--- config.mk ---
export PLATFORM = sky130hd
export DESIGN_NAME = dsc_chain_dma
export DESIGN_NICKNAME = d
export VERILOG_FILES = /design/src/rtl/dcd_pkg.sv /design/src/rtl/dcd_sema.sv /design/src/rtl/dcd_xfer.sv /design/src/rtl/dcd_seq.sv /design/src/rtl/dsc_chain_dma.sv
export SDC_FILE = /design/constraint.sdc
export NUM_CORES = 1
export LEC_CHECK = 0
export ABC_AREA = 1
export BUFFER_PORTS_ARGS = -buffer_cell sky130_fd_sc_hd__buf_2
export CAP_MARGIN = 20
export CORE_MARGIN = 3
export CORE_UTILIZATION = 49
export DETAILED_ROUTE_END_ITERATION = 6
export PLACE_DENSITY = 0.86
export SETUP_SLACK_MARGIN = 0.15
export SLEW_MARGIN = 20
export SYNTH_ARGS = -nofsm -noshare
export SYNTH_HDL_FRONTEND = slang
export SYNTH_SLANG_ARGS = --single-unit
--- constraint.sdc ---
create_clock -name clk -period 2.6 [get_ports clk]
set_input_delay 0.26 -clock clk [delete_from_list [all_inputs] [get_ports clk]]
set_output_delay 0.26 -clock clk [all_outputs]
set_load 0.01 [all_outputs]
--- src/rtl/dcd_pkg.sv ---
package dcd_pkg;
    localparam int ADDR_W    = 32;
    localparam int WORD_W    = 32;
    localparam int CNT_W     = 16;
    localparam int PIO_IDX_W = 4;
    localparam int WIDX_W    = 5;
    localparam logic [CNT_W-1:0] MAX_BYTES = 16'hFF00;

    // positions inside the descriptor control half-word
    localparam int B_CHAIN = 2;
    localparam int B_IRQ   = 3;
    localparam int B_DEC   = 6;
    localparam int B_WEND  = 7;

    typedef enum logic [1:0] {
        CMD_NONE = 2'd0,
        CMD_P2M  = 2'd1,
        CMD_M2P  = 2'd2,
        CMD_BAD  = 2'd3
    } cmd_e;

    typedef struct packed {
        logic [PIO_IDX_W-1:0] npio;
        logic                 wait_end;
        logic                 dec_sem;
        logic                 irq;
        logic                 chain;
        cmd_e                 cmd;
    } ctrl_t;

    typedef enum logic [3:0] {
        ST_IDLE, ST_WAIT, ST_HDR, ST_DATA,
        ST_RDMEM, ST_PUSH, ST_PULL, ST_WRMEM, ST_END
    } st_e;

    function automatic logic [2:0] beat_bytes(logic [CNT_W-1:0] rem);
        return (rem >= CNT_W'(4)) ? 3'd4 : rem[2:0];
    endfunction

    function automatic logic [3:0] beat_mask(logic [2:0] n);
        logic [3:0] m;
        for (int i = 0; i < 4; i++) m[i] = (3'(i) < n);
        return m;
    endfunction
endpackage

--- src/rtl/dcd_sema.sv ---
module dcd_sema
    import dcd_pkg::*;
#(
    parameter int SEMA_W = 8
) (
    input  logic              clk,
    input  logic              rst,
    input  logic              add_we,
    input  logic [SEMA_W-1:0] add_val,
    input  logic              dec,
    output logic [SEMA_W-1:0] count
);
    localparam logic [SEMA_W:0] TOP = {1'b0, {SEMA_W{1'b1}}};

    logic [SEMA_W:0] sum;

    always_comb begin
        sum = {1'b0, count} + (add_we ? {1'b0, add_val} : '0) - {{SEMA_W{1'b0}}, dec};
    end

    always_ff @(posedge clk) begin
        if (rst) count <= '0;
        else     count <= (sum > TOP) ? {SEMA_W{1'b1}} : sum[SEMA_W-1:0];
    end

    a_r6_hold: assert property (@(posedge clk) disable iff (rst)
        (!add_we && !dec) |=> count == $past(count));
    a_r6_saturate: assert property (@(posedge clk) disable iff (rst)
        (add_we && !dec && (({1'b0, count} + {1'b0, add_val}) > TOP)) |=> count == {SEMA_W{1'b1}});
    a_r7_dec_nonzero: assert property (@(posedge clk) disable iff (rst)
        dec |-> count != '0);
    a_r7_dec_one: assert property (@(posedge clk) disable iff (rst)
        (dec && !add_we) |=> count == $past(count) - 1'b1);
endmodule

--- src/rtl/dcd_xfer.sv ---
module dcd_xfer
    import dcd_pkg::*;
(
    input  logic              clk,
    input  logic              rst,
    input  logic              ld_cnt,
    input  logic [CNT_W-1:0]  cnt_val,
    input  logic              ld_buf,
    input  logic [ADDR_W-1:0] buf_val,
    input  logic              step,
    output logic [ADDR_W-1:0] cur_buf,
    output logic [CNT_W-1:0]  rem,
    output logic [3:0]        be
);
    logic [2:0] nbytes;

    always_comb begin
        nbytes = beat_bytes(rem);
        be     = beat_mask(nbytes);
    end

    always_ff @(posedge clk) begin
        if (rst) begin
            cur_buf <= '0;
            rem     <= '0;
        end else begin
            if (ld_cnt)    rem <= cnt_val;
            else if (step) rem <= rem - CNT_W'(nbytes);
            if (ld_buf)    cur_buf <= buf_val;
            else if (step) cur_buf <= cur_buf + ADDR_W'(nbytes);
        end
    end

    a_r10_step_live: assert property (@(posedge clk) disable iff (rst)
        step |-> rem != '0);
    a_r10_rem_falls: assert property (@(posedge clk) disable iff (rst)
        (step && !ld_cnt) |=> rem < $past(rem));
endmodule

--- src/rtl/dcd_seq.sv ---
module dcd_seq
    import dcd_pkg::*;
(
    input  logic                 clk,
    input  logic                 rst,
    input  logic                 cfg_next_we,
    input  logic [ADDR_W-1:0]    cfg_next_addr,
    input  logic                 sema_nz,
    output logic                 sema_dec,
    output logic                 mem_req,
    output logic                 mem_we,
    output logic [ADDR_W-1:0]    mem_addr,
    output logic [WORD_W-1:0]    mem_wdata,
    output logic [3:0]           mem_be,
    input  logic                 mem_ack,
    input  logic [WORD_W-1:0]    mem_rdata,
    output logic                 pio_we,
    output logic [PIO_IDX_W-1:0] pio_idx,
    output logic [WORD_W-1:0]    pio_data,
    output logic                 per_wvalid,
    input  logic                 per_wready,
    output logic [WORD_W-1:0]    per_wdata,
    input  logic                 per_rvalid,
    output logic                 per_rready,
    input  logic [WORD_W-1:0]    per_rdata,
    input  logic                 per_end,
    output logic                 irq,
    output logic                 err,
    output logic                 ld_cnt,
    output logic [CNT_W-1:0]     cnt_val,
    output logic                 ld_buf,
    output logic [ADDR_W-1:0]    buf_val,
    output logic                 step,
    input  logic [CNT_W-1:0]     rem,
    input  logic [ADDR_W-1:0]    cur_buf,
    input  logic [3:0]           beat_be
);
    st_e               st;
    ctrl_t             ctrl, hdr;
    logic [ADDR_W-1:0] desc_addr, next_ptr;
    logic [WIDX_W-1:0] word_idx, last_idx;
    logic [WORD_W-1:0] hold;
    logic              hdr_bad, fin_go;

    always_comb begin
        hdr.cmd      = cmd_e'(mem_rdata[1:0]);
        hdr.chain    = mem_rdata[B_CHAIN];
        hdr.irq      = mem_rdata[B_IRQ];
        hdr.dec_sem  = mem_rdata[B_DEC];
        hdr.wait_end = mem_rdata[B_WEND];
        hdr.npio     = mem_rdata[15:12];
        hdr_bad      = (hdr.cmd == CMD_BAD) || (mem_rdata[31:16] > MAX_BYTES);
        last_idx     = WIDX_W'(2) + WIDX_W'(ctrl.npio);
        fin_go       = (st == ST_END) && (!ctrl.wait_end || per_end);

        mem_req    = (st == ST_HDR) || (st == ST_RDMEM) || (st == ST_WRMEM);
        mem_we     = (st == ST_WRMEM);
        mem_addr   = (st == ST_HDR) ? desc_addr + ADDR_W'({word_idx, 2'b00}) : cur_buf;
        mem_wdata  = hold;
        mem_be     = (st == ST_WRMEM) ? beat_be : 4'hF;
        per_wvalid = (st == ST_PUSH);
        per_wdata  = hold;
        per_rready = (st == ST_PULL);

        ld_cnt   = (st == ST_HDR) && mem_ack && (word_idx == WIDX_W'(1));
        cnt_val  = mem_rdata[31:16];
        ld_buf   = (st == ST_HDR) && mem_ack && (word_idx == WIDX_W'(2));
        buf_val  = mem_rdata;
        step     = ((st == ST_PUSH) && per_wready) || ((st == ST_WRMEM) && mem_ack);
        sema_dec = fin_go && ctrl.dec_sem;
    end

    always_ff @(posedge clk) begin
        if (rst) begin
            st        <= ST_IDLE;
            ctrl      <= '0;
            desc_addr <= '0;
            next_ptr  <= '0;
            word_idx  <= '0;
            hold      <= '0;
            pio_we    <= 1'b0;
            pio_idx   <= '0;
            pio_data  <= '0;
            irq       <= 1'b0;
            err       <= 1'b0;
        end else begin
            pio_we <= 1'b0;
            irq    <= 1'b0;
            err    <= 1'b0;
            unique case (st)
                ST_IDLE: if (cfg_next_we) begin
                    desc_addr <= cfg_next_addr;
                    st        <= ST_WAIT;
                end
                ST_WAIT: if (sema_nz) begin
                    word_idx <= '0;
                    st       <= ST_HDR;
                end
                ST_HDR: if (mem_ack) begin
                    if (word_idx == WIDX_W'(0)) next_ptr <= mem_rdata;
                    if (word_idx == WIDX_W'(1)) ctrl <= hdr;
                    if (word_idx >= WIDX_W'(3)) begin
                        pio_we   <= 1'b1;
                        pio_idx  <= PIO_IDX_W'(word_idx - WIDX_W'(3));
                        pio_data <= mem_rdata;
                    end
                    if (word_idx == WIDX_W'(1) && hdr_bad) begin
                        err <= 1'b1;
                        st  <= ST_IDLE;
                    end else if (word_idx >= WIDX_W'(2) && word_idx == last_idx) begin
                        st <= ST_DATA;
                    end else begin
                        word_idx <= word_idx + 1'b1;
                    end
                end
                ST_DATA: begin
                    if (rem == '0 || ctrl.cmd == CMD_NONE) st <= ST_END;
                    else if (ctrl.cmd == CMD_P2M)          st <= ST_PULL;
                    else                                   st <= ST_RDMEM;
                end
                ST_RDMEM: if (mem_ack) begin
                    hold <= mem_rdata;
                    st   <= ST_PUSH;
                end
                ST_PUSH: if (per_wready) st <= ST_DATA;
                ST_PULL: if (per_rvalid) begin
                    hold <= per_rdata;
                    st   <= ST_WRMEM;
                end
                ST_WRMEM: if (mem_ack) st <= ST_DATA;
                ST_END: if (fin_go) begin
                    irq       <= ctrl.irq;
                    desc_addr <= next_ptr;
                    st        <= ctrl.chain ? ST_WAIT : ST_IDLE;
                end
                default: st <= ST_IDLE;
            endcase
        end
    end

    a_r9_irq_single: assert property (@(posedge clk) disable iff (rst)
        irq |=> !irq);
    a_r9_wait_end: assert property (@(posedge clk) disable iff (rst)
        (st == ST_END && ctrl.wait_end && !per_end) |=> !irq);
    a_r6_no_fetch: assert property (@(posedge clk) disable iff (rst)
        (st == ST_WAIT && !sema_nz) |=> !mem_req);
    a_r5_err_idle: assert property (@(posedge clk) disable iff (rst)
        err |-> (st == ST_IDLE && !irq));
    a_r3_be_nonzero: assert property (@(posedge clk) disable iff (rst)
        (mem_req && mem_we) |-> mem_be != 4'h0);
endmodule

--- src/rtl/dsc_chain_dma.sv ---
module dsc_chain_dma
    import dcd_pkg::*;
#(
    parameter int SEMA_W = 8
) (
    input  logic                 clk,
    input  logic                 rst,
    input  logic                 cfg_next_we,
    input  logic [ADDR_W-1:0]    cfg_next_addr,
    input  logic                 sema_we,
    input  logic [SEMA_W-1:0]    sema_add,
    output logic [SEMA_W-1:0]    sema_level,
    output logic [ADDR_W-1:0]    cur_buf,
    output logic                 mem_req,
    output logic                 mem_we,
    output logic [ADDR_W-1:0]    mem_addr,
    output logic [WORD_W-1:0]    mem_wdata,
    output logic [3:0]           mem_be,
    input  logic                 mem_ack,
    input  logic [WORD_W-1:0]    mem_rdata,
    output logic                 pio_we,
    output logic [PIO_IDX_W-1:0] pio_idx,
    output logic [WORD_W-1:0]    pio_data,
    output logic                 per_wvalid,
    input  logic                 per_wready,
    output logic [WORD_W-1:0]    per_wdata,
    input  logic                 per_rvalid,
    output logic                 per_rready,
    input  logic [WORD_W-1:0]    per_rdata,
    input  logic                 per_end,
    output logic                 irq,
    output logic                 err
);
    logic              sema_dec, ld_cnt, ld_buf, step;
    logic [CNT_W-1:0]  cnt_val, rem;
    logic [ADDR_W-1:0] buf_val;
    logic [3:0]        beat_be;

    dcd_sema #(.SEMA_W(SEMA_W)) u_sema (
        .clk(clk), .rst(rst), .add_we(sema_we), .add_val(sema_add),
        .dec(sema_dec), .count(sema_level)
    );

    dcd_xfer u_xfer (
        .clk(clk), .rst(rst), .ld_cnt(ld_cnt), .cnt_val(cnt_val),
        .ld_buf(ld_buf), .buf_val(buf_val), .step(step),
        .cur_buf(cur_buf), .rem(rem), .be(beat_be)
    );

    dcd_seq u_seq (
        .clk(clk), .rst(rst), .cfg_next_we(cfg_next_we), .cfg_next_addr(cfg_next_addr),
        .sema_nz(sema_level != '0), .sema_dec(sema_dec),
        .mem_req(mem_req), .mem_we(mem_we), .mem_addr(mem_addr), .mem_wdata(mem_wdata),
        .mem_be(mem_be), .mem_ack(mem_ack), .mem_rdata(mem_rdata),
        .pio_we(pio_we), .pio_idx(pio_idx), .pio_data(pio_data),
        .per_wvalid(per_wvalid), .per_wready(per_wready), .per_wdata(per_wdata),
        .per_rvalid(per_rvalid), .per_rready(per_rready), .per_rdata(per_rdata),
        .per_end(per_end), .irq(irq), .err(err),
        .ld_cnt(ld_cnt), .cnt_val(cnt_val), .ld_buf(ld_buf), .buf_val(buf_val),
        .step(step), .rem(rem), .cur_buf(cur_buf), .beat_be(beat_be)
    );
endmodule

==> impl_metrics.csv <==
group,metric,value,unit
synth,ys_top_cells_by_area,"dfxtp_1 (36%), nand2_1 (12%), o21ai_0 (7.0%)",
synth,yosysTopAreaCell,"dfxtp_1",
synth,synth.distinct_cells,49,
synth,postSynthCellCount,1749,
critical_path,cp-end-kind,"output pin",
synth,synth.avg_cell_area,6.76,sq um
timing,slew_viol_final,0,
synth,yosysSeqAreaShare,35.6,%
timing,maxSlewHeadroom,37.8,%
drt,wirelength,47900,um
floorplan,placementRows,56,
timing,fin_skew,0.0167,ns
clocking,insertion_delay,0.52,ns
final_layout,num_antenna_cells,0,
drt,avgRoutedWirePerCell,19.8,um
drt,dr_wl_met3,4820,um
drt,wl_met2,22200,um
critical_path,cp-start-kind,"flop",
timing,max_freq,0.344,GHz
floorplan,io_pins,295,
placed_design,dp_slack,-0.174,ns
power_and_ir_drop,ir_drop,0.000462,V
clocking,cts.sinks,210,
floorplan,die_area,26000,sq um
global_route,gr-total-overflow,0,
placed_design,hpwl,34000,um
timing,finalSetupViolations,28,
drt,vias,13875,
power_and_ir_drop,p_total,11.2,mW
run_status,run_status,"finished with violations",
critical_path,reg2reg_depth,17,
synth,netlist.area_leader.share,35.6,%
placed_design,routabilityCongestion,1.01,
floorplan,die_w,161,um
clocking,cts_buffer_depth,3,
critical_path,path_max_fanout,5,
drt,remaining_drc_errors,0,
run,cap_violations,0,
synth,syn_nets,1894,
drt,via_per_inst,5.72,
final_layout,final_cell_mix,"nand2_1 (357), buf_2 (294), dfxtp_1 (184)",
final_layout,layout-drive-gt1-share,30.3,%
drt,dr.pass1.iters,5,
final_layout,finalCoreUtilization,67.4,%
placed_design,dpl.cell_count,2321,
floorplan,core,23600,sq um
power_and_ir_drop,power.density,701,nW/um^2
critical_path,cp.arrival,2.65,ns
final_layout,nets,2236,
synth,synth_edf_count,0,
final_layout,syn2layout_area_growth,34.6,%
final_layout,final_common_cell,"nand2_1",
synth,yosysWarnings,0,
timing,period_share,112,%
global_route,grt_pass1_wl,71300,um
clocking,cts_root_buf,"clkbuf_16",
drt,drt_iter0_drc,1492,
timing,tightestPinTransition,0.932,ns
hold_path,hold_class,"input pin to flop",
clocking,cts_htree_levels,1,
synth,synthFlopType,"dfxtp_1",
floorplan,initial_core_util,50.1,%
global_route,antenna_found_initial,1,
global_route,grt_pass1_vias,12887,
drt,ant_nets,0,
run_status,violations,"negative setup slack",
global_route,grt_max_degree,69,
critical_path,critPathKind,"flop to output pin",
timing,min_period,2.91,ns
floorplan,die_y,161,um
synth,ys_ff_latch,210,
global_route,track_usage,34.4,%
placed_design,numPortBuffers,294,
drt,wl_met1,18700,um
clocking,cts_tree,"yes",
synth,synthArstFlopShare,0,%
timing,timing.final.ws_setup,-0.309,ns
hold_path,hold_depth,3,
clocking,numCtsBuffers,22,
critical_path,required,2.34,ns
timing,hold_viol_final,0,
synth,syn_area,11800,sq um
drt,highest-signal-layer,"met5",
timing,rsz0062_at_grt,"true",
final_layout,final_cells,2424,
clocking,cts.reportedPaths.clkPinSlew,0.07,ns
power_and_ir_drop,p_leak,7.33,nW
[worst max-delay path: stages (launching register included)]
cell and delay (ns):
dfxtp_2 0.36, ha_4 0.14, inv_2 0.04, fa_2 0.33, nand3b_1 0.18, nand2_2 0.08, nand2_2 0.06, nand2_2 0.08
nand2_2 0.08, nor2_4 0.15, nand3_4 0.15, o21bai_1 0.17, nand3_1 0.08, o21ai_1 0.07, buf_2 0.14
[state kept, by name, indices dropped and copies added (netlist names), 4 cells and up]
register,cells
u_xfer.cur_buf,32
u_sema.count,8
u_seq.pio_data,32
u_seq.desc_addr,32
u_seq.ctrl,10
u_seq.next_ptr,32
u_seq.st,4
u_seq.mem_wdata,32
u_seq.pio_idx,4
u_seq.word_idx,5
u_xfer.rem,16
[Yosys cell counts, types with 2 or more instances]
master	count
a21oi_1	155
a31oi_1	52
buf_2	23
buf_4	35
buf_6	5
clkbuf_1	52
dfxtp_1	210
fa_1	3
ha_1	30
inv_1	168
inv_2	11
nand2_1	383
nand2_2	7
nand2_4	2
nand3_1	64
nand3b_1	5
nand4_1	17
nor2_1	175
nor2_2	5
nor2_4	2
nor2_8	2
nor3_1	40
nor3b_1	2
nor4_1	5
o211ai_1	3
o21ai_0	166
o21ai_1	25
o21bai_1	4
o221ai_1	2
o22ai_1	18
or2_2	3
xnor2_1	13
xor2_1	46
[layout make-up]
class	count	area, sq um
Clock buffer	31	646
Fill cell	2024	7700
Timing Repair Buffer	434	2760
Tap cell	319	399
Clock inverter	7	113
Inverter	179	681
Sequential cell	210	4240
Multi-Input combinational cell	1244	7070
[stage by stage]
stage	TNS [ns]	hold WS, ns	instance area, sq um
2_1_floorplan	0	0.395	11900
4_1_cts	-3.41	0.000179	15300
3_5_place_dp	-1.13	0.437	13800
3_3_place_gp	-0.0385	0.440	13800
6_report	-3.29	0.00513	15900
5_1_grt	-7.74	0.00868	15900
[metal layers]
metal  global-route usage [%]  vias up
met5                        0        -
met3                     5.67      143
met1                     44.8     6504
li1                         -     6409
met4                     13.7        2
met2                     57.1      817
[report_power, final]
part,internal (mW),switching (mW),total [mW]
combinational,1.52,2.25,3.77
clock,2.02,1.35,3.37
sequential,3.62,0.398,4.02
[cells by family after synthesis]
group                      Yosys count  share of synthesized area (%)
buffers and inverters              295                           11.0
AOI/OAI and AO/OA                  433                           19.6
other                                1                         0.0317
adders and majority gates           33                           3.68
and+or+nand+nor                    718                           25.7
xor gates and xnor gates            59                           4.37
DFF                                210                           35.6
[worst paths after layout]
| path | startpoint | endpoint | slack (ns) |
|---|---|---|---|
| max | u_seq.word_idx[0]$_SDFFE_PP0P_ | mem_addr[18] | -0.31 |
| min | per_rdata[21] | u_seq.mem_wdata[21]$_SDFFE_PP0P_ | 0.005 |
| max reg2reg | u_xfer.rem[6]$_SDFFE_PP0P_ | u_xfer.cur_buf[30]$_SDFFE_PP0P_ | -0.16 |
| min reg2reg | u_seq.ctrl[3]$_SDFFE_PP0P_ | u_seq.irq$_SDFF_PP0_ | 0.45 |
[repair_timing]
action                                 4_1_cts  5_1_grt
pin swaps                                   38       59
gates resized for setup                    114      117
setup endpoints to repair                   53       64
hold buffers                                24        0
endpoints found under the hold margin       24        0
buffers inserted                            22       18
cloned                                       0        1
(Power assumes the default switching activity.)
